`config.mk`:
```
export PLATFORM = sky130hd
export DESIGN_NAME = txd_timeout_guard
export DESIGN_NICKNAME = d
export VERILOG_FILES = /design/src/rtl/txg_pkg.sv /design/src/rtl/txg_tick_counter.sv /design/src/rtl/txg_lowpower_select.sv /design/src/rtl/txd_timeout_guard.sv
export SDC_FILE = /design/constraint.sdc
export NUM_CORES = 1
export LEC_CHECK = 0
export BUFFER_PORTS_ARGS = -buffer_cell sky130_fd_sc_hd__buf_2
export CAP_MARGIN = 10
export CORE_UTILIZATION = 35
export CTS_BUF_LIST = sky130_fd_sc_hd__clkbuf_2 sky130_fd_sc_hd__clkbuf_4 sky130_fd_sc_hd__clkbuf_8
export DETAILED_ROUTE_END_ITERATION = 7
export SLEW_MARGIN = 20
export SYNTH_ARGS = -nofsm -noshare
export SYNTH_HDL_FRONTEND = slang
export SYNTH_HIERARCHICAL = 1
export SYNTH_SLANG_ARGS = --single-unit
```
`constraint.sdc`:
```
create_clock -name clk -period 2.4 [get_ports clk]
set_clock_uncertainty 0.1 [all_clocks]
set_input_delay 0.72 -clock clk [delete_from_list [all_inputs] [get_ports clk]]
set_output_delay 0.72 -clock clk [all_outputs]
set_load 0.005 [all_outputs]
```
`src/rtl/txg_pkg.sv`:
```
package txg_pkg;
    typedef enum logic [1:0] {
        GS_IDLE     = 2'd0,
        GS_QUALIFY  = 2'd1,
        GS_ARMED    = 2'd2,
        GS_TRIPPED  = 2'd3
    } guard_state_t;
endpackage

```
`src/rtl/txg_tick_counter.sv`:
```
module txg_tick_counter #(
    parameter int W   = 8,
    parameter int MAX = 255
) (
    input  logic         clk,
    input  logic         rst_n,
    input  logic         clr,
    input  logic         inc,
    output logic [W-1:0] cnt
);
    localparam logic [W-1:0] TOP = W'(MAX);

    always_ff @(posedge clk or negedge rst_n) begin
        if (!rst_n)
            cnt <= '0;
        else if (clr)
            cnt <= '0;
        else if (inc && cnt != TOP)
            cnt <= cnt + 1'b1;
    end
endmodule

```
`src/rtl/txg_lowpower_select.sv`:
```
module txg_lowpower_select (
    input  logic clk,
    input  logic rst_n,
    input  logic lp_req,
    input  logic mode_normal,
    input  logic txd_in,
    output logic sleep_req,
    output logic silent_req
);
    always_ff @(posedge clk or negedge rst_n) begin
        if (!rst_n) begin
            sleep_req  <= 1'b0;
            silent_req <= 1'b0;
        end else begin
            sleep_req  <= lp_req && mode_normal && !txd_in;
            silent_req <= lp_req && mode_normal && txd_in;
        end
    end


    sleep_uses_raw_txd_chk: assert property (@(posedge clk) disable iff (!rst_n)
        sleep_req |-> !$past(txd_in));


    lp_exclusive_chk: assert property (@(posedge clk) disable iff (!rst_n)
        !(sleep_req && silent_req));


    lp_only_in_normal_chk: assert property (@(posedge clk) disable iff (!rst_n)
        (sleep_req || silent_req) |-> $past(mode_normal));
endmodule

```
`src/rtl/txd_timeout_guard.sv`:
```
module txd_timeout_guard
    import txg_pkg::*;
#(
    parameter int DOM_TICKS   = 55000,
    parameter int REARM_TICKS = 11
) (
    input  logic clk,
    input  logic rst_n,
    input  logic us_tick,
    input  logic mode_normal,
    input  logic txd_in,
    input  logic lp_req,
    output logic drv_dominant,
    output logic drv_armed,
    output logic timeout_flag,
    output logic sleep_req,
    output logic silent_req
);
    localparam int LONGEST = (DOM_TICKS > REARM_TICKS) ? DOM_TICKS : REARM_TICKS;
    localparam int CW      = $clog2(LONGEST + 1);
    localparam logic [CW-1:0] DOM_LAST   = CW'(DOM_TICKS - 1);
    localparam logic [CW-1:0] REARM_LAST = CW'(REARM_TICKS - 1);

    guard_state_t      state, state_nx;
    logic              cnt_clr;
    logic [CW-1:0]     cnt;

    txg_tick_counter #(.W(CW), .MAX(LONGEST)) u_cnt (
        .clk   (clk),
        .rst_n (rst_n),
        .clr   (cnt_clr),
        .inc   (us_tick),
        .cnt   (cnt)
    );

    txg_lowpower_select u_lp (
        .clk         (clk),
        .rst_n       (rst_n),
        .lp_req      (lp_req),
        .mode_normal (mode_normal),
        .txd_in      (txd_in),
        .sleep_req   (sleep_req),
        .silent_req  (silent_req)
    );

    always_comb begin
        state_nx = state;
        unique case (state)
            GS_IDLE:
                if (mode_normal && txd_in) state_nx = GS_QUALIFY;
            GS_QUALIFY:
                if (!mode_normal || !txd_in)        state_nx = GS_IDLE;
                else if (us_tick && cnt == REARM_LAST) state_nx = GS_ARMED;
            GS_ARMED:
                if (!mode_normal)                              state_nx = GS_IDLE;
                else if (!txd_in && us_tick && cnt == DOM_LAST) state_nx = GS_TRIPPED;
            GS_TRIPPED:
                if (!mode_normal)  state_nx = GS_IDLE;
                else if (txd_in)   state_nx = GS_QUALIFY;
            default:
                state_nx = GS_IDLE;
        endcase
        cnt_clr = (state_nx != state) || (state == GS_IDLE) ||
                  (state == GS_TRIPPED) || (state == GS_ARMED && txd_in);
    end

    always_ff @(posedge clk or negedge rst_n) begin
        if (!rst_n) state <= GS_IDLE;
        else        state <= state_nx;
    end

    always_ff @(posedge clk or negedge rst_n) begin
        if (!rst_n)
            timeout_flag <= 1'b0;
        else if (state_nx == GS_TRIPPED && state != GS_TRIPPED)
            timeout_flag <= 1'b1;
        else if (state_nx == GS_ARMED && state != GS_ARMED)
            timeout_flag <= 1'b0;
    end

    always_comb begin
        drv_armed    = (state == GS_ARMED) && mode_normal;
        drv_dominant = drv_armed && !txd_in;
    end


    recessive_on_high_chk: assert property (@(posedge clk) disable iff (!rst_n)
        txd_in |-> !drv_dominant);


    trip_after_dominant_chk: assert property (@(posedge clk) disable iff (!rst_n)
        $rose(timeout_flag) |-> $past(drv_dominant));


    arm_needs_high_chk: assert property (@(posedge clk) disable iff (!rst_n)
        (state == GS_ARMED && $past(state) != GS_ARMED) |-> $past(txd_in));


    leave_normal_idle_chk: assert property (@(posedge clk) disable iff (!rst_n)
        $fell(mode_normal) |=> (state == GS_IDLE));


    flag_clear_on_arm_chk: assert property (@(posedge clk) disable iff (!rst_n)
        $fell(timeout_flag) |-> (state == GS_ARMED));
endmodule

```
==> metrics, run 1 <==
status completed; Synth Cell Area roughly 0.0012 mm2; Max-slew headroom between 60% and 70%; DR WL/cell 13.3 um; max-slew violation count 0; Buf+Inv Stages, Crit Path 1; Core Area approximately 0.0034 mm2; area grow syn2layout 12.3%; placed cell area ~0.0014 mm2; DRC 0; Tightest Hold Check Type primary input to asynchronous set/reset pin; crit path launch type register; largest net degree at the start of global routing 22; CP max stage delay 500 ps; Power Dens Cells roughly 410 mW/mm2; R2R Setup Slk between 300 and 400 ps; first-pass detailed-route iteration total 4; Setup crit end kind primary output; nets 150; worst r2r src u_cnt/cnt[4]$_DFFE_PN0P_; Die Y-Extent between 60 and 70 um; Comb pwr share between 5 and 6%; vias in the first global route about 900; post-layout util about two fifths; CTS buffer count 3; die area between 0.003 and 0.004 mm2; Sw Share between 20 and 25%; commonest cells after routing, fill and taps aside dfrtp_1 (21), nor2_1 (14), nand2_1 (10), buf_2 (10); DR vias/cell roughly 5.4; via count about 1000; reg2reg end u_cnt/cnt[14]$_DFFE_PN0P_; critical path's slowest cell dfrtp_1; net count after synthesis 134; clk sinks 21; sequential area share after synthesis 42.2%; Initial Util between 30% and 40%; Die X 61.6 um; WL final ~2.5 mm; Final Hold Fails 0; Worst path top cell family by delay flip-flops; IO Port Bufs 10; first-pass GRT wire length about 4.0 mm; internal power roughly 0.00045 W; drt initial violations 15; CP required about 1600 ps; RSZ-0062 raised after global routing no; TNS Setup 0 ps; fin crit period ~2200 ps; mean post-synth cell area 9.88 um2; Reg clk slew, reported paths 120 ps; Post-CTS Setup Bufs 0; clock share of power between 30% and 40%; share of cells above drive strength 1 a little over a fifth; net switching power figure 0.000129 W; peak supply drop about 0.00022 V; H-tree levels 1; flops & latches, synth 21; critical path type register to primary output; CTS Hold Buffers Added 0; Worst Path Max Fanout 8; TritonCTS clock tree done; Max Buffers Root-to-Sink 2; Synth Instances between 100 and 150; CP Cell Sequence and3b_1 -> nor2b_1 -> buf_2; I/O pin count 11; Final period util just over 90%; CTS resizes 0; highest clock rate between 400 and 500 MHz; leakage roughly 0.56 nW; commonest non-fill, non-tap cell in the layout dfrtp_1; final RePlAce weighted congestion between 0.8 and 0.9; post-route ant nets 0; initial antenna violation count 0; gr ovfl total 0; num rows 21; yosys synthesis warning count 6; setup violators final 0; Worst Tran Pin Value 479 ps; CTS root buf clkbuf_4; HPWL Detailed 1.85 mm; total track usage approximately 15%; clock latency on the worst-skew pair 310 ps; MaxCap Viol Count 0; Ant. Diodes 0; design area around 0.0014 mm2; sequential power share between 60 and 70%; crit path DAT ~1400 ps; Distinct cells, synth 42; R2R cell count 6
[cell families after synthesis]
group,synth area share (%)
adder cells (fa/ha/maj),2.01
AO/OA/AOI/OAI,8.94
AND/OR/NAND/NOR,36.0
multiplexers,1.71
buffers and inverters,2.11
XOR/XNOR,7.03
flip-flops,42.2
[state kept, by name, indices dropped and copies added, names as in the netlist]
register         flops
timeout_flag         1
u_lp/silent_req      1
u_lp/sleep_req       1
u_cnt/cnt           16
state                2
[synth_stat cells (all sizes together)]
cell type	n	area share [%]
nor3	3	1.2
or4	1	0.60
a21boi	1	0.60
nor4b	2	1.4
and4	1	0.70
a21oi	4	1.6
or3	5	3.2
inv	5	1.5
nor2b	3	1.5
nand4bb	2	2.2
o21ai	2	0.80
o31ai	2	1.2
and3	3	1.7
a221oi	1	0.70
nand4b	2	1.4
nand3	7	3.2
nor3b	1	0.60
nor2	14	4.2
a2bb2oi	1	0.70
o41ai	2	2.6
and3b	2	1.4
xnor2	6	4.2
mux2	1	0.90
nand4	5	3.7
nand2	10	3.0
and2	1	0.50
dfrtp	21	42
nand3b	1	0.60
buf	1	0.30
nor4	7	4.7
xor2	4	2.8
ha	2	2.0
clkbuf	1	0.30
a32oi	1	0.70
mux2i	1	0.80
[power groups by stage]
stage / Clock (W) / Sequential [W] / Combinational [W]
2_1_floorplan: 0 / 0.000366 / 0.0000142
3_3_place_gp: 0 / 0.000366 / 0.0000332
3_5_place_dp: 0 / 0.000366 / 0.0000341
4_1_cts: 0.000191 / 0.000359 / 0.0000342
5_1_grt: 0.000209 / 0.000360 / 0.0000384
6_report: 0.000182 / 0.000359 / 0.0000336
[area by class of cell]
| type | count | area, um2 |
|---|---|---|
| Fill cell | 360 | 1970 |
| Multi-Input combinational cell | 98 | 693 |
| Sequential cell | 21 | 526 |
| Timing Repair Buffer | 13 | 72.6 |
| Tap cell | 46 | 57.6 |
| Clock buffer | 4 | 30.0 |
| Inverter | 5 | 18.8 |
[worst max-delay path by stage]
stage / start / to / slack, ps / depth (start not counted)
6_report: state[1]$_DFF_PN0_ / drv_dominant / 210 / 3
5_1_grt: u_cnt/cnt[4]$_DFFE_PN0P_ / u_cnt/cnt[14]$_DFFE_PN0P_ / 30 / 6
4_1_cts: state[1]$_DFF_PN0_ / drv_dominant / 220 / 3
3_5_place_dp: us_tick / u_cnt/cnt[15]$_DFFE_PN0P_ / 200 / 5
3_3_place_gp: mode_normal / drv_dominant / 250 / 4
2_1_floorplan: u_cnt/cnt[2]$_DFFE_PN0P_ / u_cnt/cnt[0]$_DFFE_PN0P_ / 390 / 7
[routing by layer]
metal	global-route usage, %	wire length, um
met2	25.0	1210
met4	5.71	32
met3	3.15	53
met1	18.3	1200
met5	0	0
[stage by stage]
stage	cells	total power, W	setup WS (ps)	hold slack, ps
finish	187	0.000575	211	252
global route	187	0.000607	34.6	258
CTS	187	0.000584	219	259
detailed placement	183	0.000400	205	389
global placement	183	0.000399	249	387
floorplan	126	0.000380	387	324
No activity file was read; power rests on OpenSTA's default activity.
==> run 2: changes to the inputs <==
- REMOVE_ABC_BUFFERS: unset -> 1
==> run 2 against run 1 <==
Against the previous run:
- global-route usage up 0.050 points
- cell count up 0.53%
- count of clock-buffer cells in the layout unchanged
- worst setup slack worse by 4.2 ps
- sequential cell count unchanged
- largest power group unchanged
- first-iteration DRC count rose to 2.8 times the previous value
- sequential share of layout area down 0.20 points
- combinational power about the same
- non-clock buffer count up 1
- highest routed layer unchanged
- hold slack worse by 7.9 ps
- critical path depth up 1
==> metrics, run 2 (same netlist as run 1, synthesis figures left out) <==
Worst Path Max Fanout 6 (-2); fin crit period 2190 ps (+4.23 ps); nets 151 (+0.67%); first-pass GRT wire length 4.09 mm (+1.9%); CTS buffer count 3 (unchanged); Max Buffers Root-to-Sink 2 (unchanged); num rows 21 (unchanged); R2R cell count 7 (+1); WL final 2.53 mm (+1.4%); crit path DAT 1370 ps (about the same); worst slack at placement 177 ps (-28.1 ps); clk sinks 21 (unchanged); post-route insts no fill 188 (+0.53%); commonest non-fill, non-tap cell in the layout dfrtp_1; worst r2r src u_cnt/cnt[4]$_DFFE_PN0P_; Final Hold Fails 0 (unchanged); Worst path top cell family by delay simple AND/OR/NAND/NOR gates; Reg clk slew, reported paths 120 ps (about the same); I/O pin count 11 (unchanged); Die Y-Extent 61.6 um (unchanged); critical path's slowest cell nor2b_1; leakage 0.561 nW (+0.98%); Largest Register u_cnt/cnt; largest net degree at the start of global routing 22 (unchanged); Die X 61.6 um (unchanged); sequential power share 62.4% (about the same); status completed; net switching power figure 0.000130 W (+0.63%); max-slew violation count 0 (unchanged); Largest register FFs 16 (unchanged); gr ovfl total 0 (unchanged); final RePlAce weighted congestion 0.791 (-4.1%); crit path from mode_normal; CP required 1580 ps (about the same); CP max stage delay 210 ps (-290 ps); MaxCap Viol Count 0 (unchanged); reg2reg end u_cnt/cnt[14]$_DFFE_PN0P_; Worst Tran Pin Value 469 ps (-9.46 ps); die area 0.00380 mm2 (unchanged); Comb pwr share 5.8% (about the same); Sw Share 22.6% (+0.11 points); internal power 0.000446 W (about the same); CTS Hold Buffers Added 0 (unchanged); Cells after DPL 184 (+0.55%); initial antenna violation count 0 (unchanged); Buf+Inv Stages, Crit Path 2 (+1); crit path launch type primary input; Max-slew headroom 68.7% (+0.63 points); total track usage 14.8% (+0.050 points); Power Dens Cells 410 mW/mm2 (-0.39%); setup violators final 0 (unchanged); clock latency on the worst-skew pair 310 ps (about the same); peak supply drop 0.000328 V (+50%); TNS Setup 0 ps (unchanged); commonest cells after routing, fill and taps aside dfrtp_1 (21), nor2_1 (14), nand2_1 (10), buf_2 (10); Initial Util 37.0% (unchanged); TritonCTS clock tree done; highest clock rate 456 MHz (-0.19%); Filler cells 362 (+0.56%); Post-CTS Setup Bufs 0 (unchanged); DRC 0 (unchanged); drt initial violations 42 (+27); via count 1013 (+1.2%); HPWL Detailed 1.86 mm (+0.87%); DR WL/cell 13.5 um (+0.90%); Final WS setup 207 ps (-4.23 ps); Tightest Hold Check Type primary input to asynchronous set/reset pin; clock share of power 31.8% (about the same); Core Area 0.00336 mm2 (unchanged); vias in the first global route 848 (-6.4%); first-pass detailed-route iteration total 4 (unchanged); CTS resizes 0 (unchanged); CTS root buf clkbuf_4; area grow syn2layout 12.9%; H-tree levels 1 (unchanged); RSZ-0062 raised after global routing no; DR vias/cell 5.39 (+0.66%); Worst path most repeated cell buf_2; CP Cell Sequence buf_2 -> and3b_1 -> nor2b_1 -> buf_2; post-route ant nets 0 (unchanged); Ant. Diodes 0 (unchanged); R2R Setup Slk 220 ps (-100 ps); Final period util 91.4% (+0.18 points); critical path type primary input to primary output; Setup crit end kind primary output; IO Port Bufs 10 (unchanged); share of cells above drive strength 1 21.8% (+0.55 points); top flop regs u_cnt/cnt (16), state (2)
run 2: changes by cell type in the layout (fill, tap and decap cells not counted), sizes merged:
cell | previous run | this run
buf | 13 | 14
run 2: layout make-up:
| type | count | area (um2) | share of cell area (%) |
|---|---|---|---|
| multi-input cells | 98 | 693 | 49.3 |
| flip-flops and latches | 21 | 526 | 37.4 |
| repair buffers | 14 | 80.1 | 5.70 |
| well taps | 46 | 57.6 | 4.10 |
| clock buffers | 4 | 30.0 | 2.14 |
| inverters | 5 | 18.8 | 1.34 |
run 2: worst register-to-register path: stages (launching register included):
cell,delay (ps)
dfrtp_1,490
nor4b_1,340
nand3_1,240
nor2_1,140
a2bb2oi_1,250
buf_4,210
nor2_1,60
mux2_2,260
run 2: how the worst max path moves through the flow:
stage,endpoint,slack (ps),cells past startpoint
floorplan,u_cnt/cnt[14]$_DFFE_PN0P_,30,6
global placement,u_cnt/cnt[15]$_DFFE_PN0P_,240,5
detailed placement,u_cnt/cnt[15]$_DFFE_PN0P_,180,5
CTS,drv_dominant,210,3
global route,u_cnt/cnt[14]$_DFFE_PN0P_,50,7
finish,drv_dominant,210,4
run 2: metrics by stage:
| step | hold WS [ps] | cell area (um2) | total power (W) | utilization, % |
|---|---|---|---|---|
| after floorplan | 324 | 1240 | 0.000379 | - |
| after global placement | 379 | 1380 | 0.000399 | 40.9 |
| after detailed placement | 404 | 1380 | 0.000400 | 40.9 |
| after CTS | 263 | 1410 | 0.000588 | 41.8 |
| after global routing | 268 | 1410 | 0.000606 | 41.8 |
| final | 244 | 1410 | 0.000576 | 41.8 |
run 2: routing by layer:
metal | vias up | global-route usage (%) | part of all wire, %
met3 | 2 | 3.78 | 3.4
met1 | 497 | 21.4 | 50
met2 | 17 | 21.5 | 46
li1 | 497 | - | -
met5 | - | 0 | 0
met4 | 0 | 4.76 | 0.95
run 2: power by group through the flow:
stage | sequential [W] | combinational, W | clock (W)
after global routing | 0.000360 | 0.0000379 | 0.000208
after CTS | 0.000359 | 0.0000345 | 0.000194
final | 0.000359 | 0.0000336 | 0.000183
after global placement | 0.000366 | 0.0000331 | 0
after detailed placement | 0.000366 | 0.0000343 | 0
after floorplan | 0.000366 | 0.0000135 | 0
==> run 3: changes to the inputs <==
--- a/config.mk
+++ b/config.mk
@@ -6,4 +6,5 @@
 export NUM_CORES = 1
 export LEC_CHECK = 0
+export ABC_AREA = 1
 export BUFFER_PORTS_ARGS = -buffer_cell sky130_fd_sc_hd__buf_2
 export CAP_MARGIN = 10
==> constraint.sdc (replaced) <==
create_clock -name clk -period 2.4 [get_ports clk]
set_clock_uncertainty 0.1 [all_clocks]
set_input_delay 0.48 -clock clk [delete_from_list [all_inputs] [get_ports clk]]
set_output_delay 0.48 -clock clk [all_outputs]
set_load 0.005 [all_outputs]
==> run 3 against run 2 <==
Against the previous run:
- register-to-register slack better by 170 ps
- die area up 23%
- routed wire length up 44%
- count of clock-buffer cells in the layout unchanged
- cell count up 64%
- utilization about the same
- hold slack worse by 170 ps
- non-clock buffer count unchanged
- sequential power up 5%
- clock power up 35%
- sequential cell count unchanged
- fmax up 9.2%
- critical endpoint is now u_cnt/cnt[13]$_DFFE_PN0P_
==> metrics, run 3 <==
ys flop type dfrtp_1; Largest Register u_cnt/cnt; first-pass GRT wire length 6.29 mm (+54%); most common cell in the synthesized netlist nand2_1; total track usage 18.3% (+3.5 points); commonest cells after routing, fill and taps aside nand2_1 (78), nor2_1 (43), inv_1 (34), dfrtp_1 (21), nand3_1 (17); final RePlAce weighted congestion 0.875 (+11%); via count 1463 (+44%); area of the multi-input gates 860 um2 (+24%); clock share of power 33.5% (+1.7 points); WL final 3.65 mm (+44%); largest cells by area after synthesis dfrtp_1 (34%), nand2_1 (19%), nor2_1 (10%); DRC 0 (unchanged); Worst path most repeated cell nand2_1; sequential power share 51.1% (-11 points); IO Port Bufs 10 (unchanged); Cells after DPL 304 (+65%); post-layout util 41.8% (about the same); CP max stage delay 440 ps (+230 ps); clock latency on the worst-skew pair 260 ps (-50 ps); top flop regs u_cnt/cnt (16), state (2); MaxCap Viol Count 0 (unchanged); sequential area share after synthesis 34.1% (-8.1 points); Tightest Hold Check Type primary input to asynchronous set/reset pin; CP required 2450 ps (+870 ps); crit path DAT 2060 ps (+690 ps); max-slew violation count 0 (unchanged); I/O pin count 11 (unchanged); setup violators final 0 (unchanged); crit path launch type register; TritonCTS clock tree done; RSZ-0062 raised after global routing no; first-pass detailed-route iteration total 4 (unchanged); drt initial violations 120 (+190%); internal power 0.000532 W (+19%); num rows 23 (+9.5%); Core Area 0.00412 mm2 (+22%); Post-synth top cells nand2_1 (78), nor2_1 (43), inv_1 (34); Max-slew headroom 67.4% (-1.3 points); nets 267 (+77%); clk sinks 21 (unchanged); Post-CTS Setup Bufs 0 (unchanged); Initial Util 37.5% (+0.47 points); CTS resizes 0 (unchanged); area grow syn2layout 11.4%; Final period util 83.7% (-7.7 points); Synth async-reset ratio 100% (unchanged); worst slack at placement 267 ps (+89.8 ps); TNS Setup 0 ps (unchanged); DR WL/cell 11.9 um (-12%); DR vias/cell 4.75 (-12%); CTS root buf clkbuf_8; HPWL Detailed 2.76 mm (+48%); die area 0.00468 mm2 (+23%); status completed; Die Y-Extent 68.4 um (+11%); highest clock rate 498 MHz (+9.2%); Max Buffers Root-to-Sink 2 (unchanged); fin crit period 2010 ps (-184 ps); yosys synthesis warning count 6 (unchanged); Synth area leader dfrtp_1; CTS Hold Buffers Added 0 (unchanged); flops & latches, synth 21 (unchanged); critical path type register to register; mean post-synth cell area 6.37 um2 (-35%); Synth Instances 242 (+92%); share of cells above drive strength 1 14.3% (-7.5 points); gr ovfl total 0 (unchanged); leakage 0.908 nW (+62%); net switching power figure 0.000205 W (+57%); post-route ant nets 0 (unchanged); commonest non-fill, non-tap cell in the layout nand2_1; Filler cells 451 (+25%); Distinct cells, synth 23 (-45%); initial antenna violation count 0 (unchanged); Largest register FFs 16 (unchanged); vias in the first global route 1344 (+58%); critical path's slowest cell dfrtp_1; Synth Cell Area 0.00154 mm2 (+24%); post-synth top area share 34.1% (-8.1 points); Reg clk slew, reported paths 80 ps (-40 ps); H-tree levels 1 (unchanged); Power Dens Cells 429 mW/mm2 (+4.6%); CTS buffer count 3 (unchanged); post-route insts no fill 308 (+64%); EDFF count, synth 0 (unchanged); Final Hold Fails 0 (unchanged); largest net degree at the start of global routing 22 (unchanged); register area 526 um2 (unchanged); Worst Tran Pin Value 489 ps (+20.1 ps); CP Cell Sequence buf_4 -> nor2_1 -> nand2_1 -> nor2_1 -> nand3_2 -> nand2_1 -> nor2_1 -> nand3_1 -> nand2_1 -> nand2_1 -> inv_1 -> nand2_4 -> inv_2 -> nand2_1 -> nand2_1; Setup crit end kind register; Ant. Diodes 0 (unchanged); Die X 68.4 um (+11%); Comb pwr share 15.4% (+9.6 points); peak supply drop 0.000224 V (-32%); Sw Share 27.8% (+5.2 points); Final WS setup 391 ps (+184 ps); Worst Path Max Fanout 11 (+5)
run 3: cell types whose count changed in the layout (fill, tap and decap cells not counted), moves of 4 or more:
cell     change
nand2_1     +68
nor4_1       -6
nand3_1     +11
nand4_1      +5
nor2_1      +29
inv_1       +29
xnor2_1      -6
o21ai_0      +5
inv_2        +4
run 3: per-layer routing:
| layer | vias to the layer above | share of wire [%] | GRT usage, % | wire length [um] |
|---|---|---|---|---|
| met5 | - | 0 | 0 | 0 |
| met4 | 0 | 0.79 | 4.95 | 29 |
| met3 | 2 | 4.7 | 3.50 | 172 |
| met2 | 31 | 42 | 26.5 | 1550 |
| met1 | 650 | 52 | 27.4 | 1900 |
| li1 | 780 | - | - | - |
run 3: area by class of cell:
type	count	area share, %
multi-input cells	181	50.0
flip-flops and latches	21	30.6
inverters	38	8.30
repair buffers	14	4.66
well taps	50	3.64
clock buffers	4	2.84
run 3: cells by family after synthesis:
family	synth area share, %
AND/OR/NAND/NOR	46.8
buffers and inverters	10.2
flip-flops	34.1
AO/OA/AOI/OAI	5.60
XOR/XNOR	1.70
adder cells (fa/ha/maj)	1.62
run 3: power by group through the flow:
stage	registers, W	clock network, W	logic [W]
2_1_floorplan	0.000382	0	0.0000681
3_3_place_gp	0.000384	0	0.000115
3_5_place_dp	0.000384	0	0.000114
4_1_cts	0.000377	0.000264	0.000114
5_1_grt	0.000379	0.000274	0.000131
6_report	0.000377	0.000247	0.000114
run 3: critical path, delay by kind of cell, from the launching register on:
kind | cells | cell delay [ps]
simple gates | 12 | 980
buf+inv | 3 | 380
flops | 1 | 440
run 3: through the flow:
stage | total power, W | cell area, um2 | hold WS (ps)
3_5_place_dp | 0.000498 | 1670 | 377
6_report | 0.000737 | 1720 | 71.3
5_1_grt | 0.000785 | 1720 | 117
4_1_cts | 0.000755 | 1720 | 93.3
2_1_floorplan | 0.000450 | 1530 | 84.4
3_3_place_gp | 0.000499 | 1670 | 384
run 3: worst paths after layout:
path	startpoint	endpoint	slack [ps]	cells after the start
max	u_cnt/cnt[8]$_DFFE_PN0P_	u_cnt/cnt[13]$_DFFE_PN0P_	390	15
min	rst_n	u_lp/silent_req$_DFF_PN0_	70	1
max reg2reg	u_cnt/cnt[8]$_DFFE_PN0P_	u_cnt/cnt[13]$_DFFE_PN0P_	390	15
max in group asynchronous	rst_n	u_cnt/cnt[6]$_DFFE_PN0P_	1800	1
min reg2reg	timeout_flag$_DFFE_PN0P_	timeout_flag$_DFFE_PN0P_	390	2
min in group clk	lp_req	u_lp/sleep_req$_DFF_PN0_	360	3
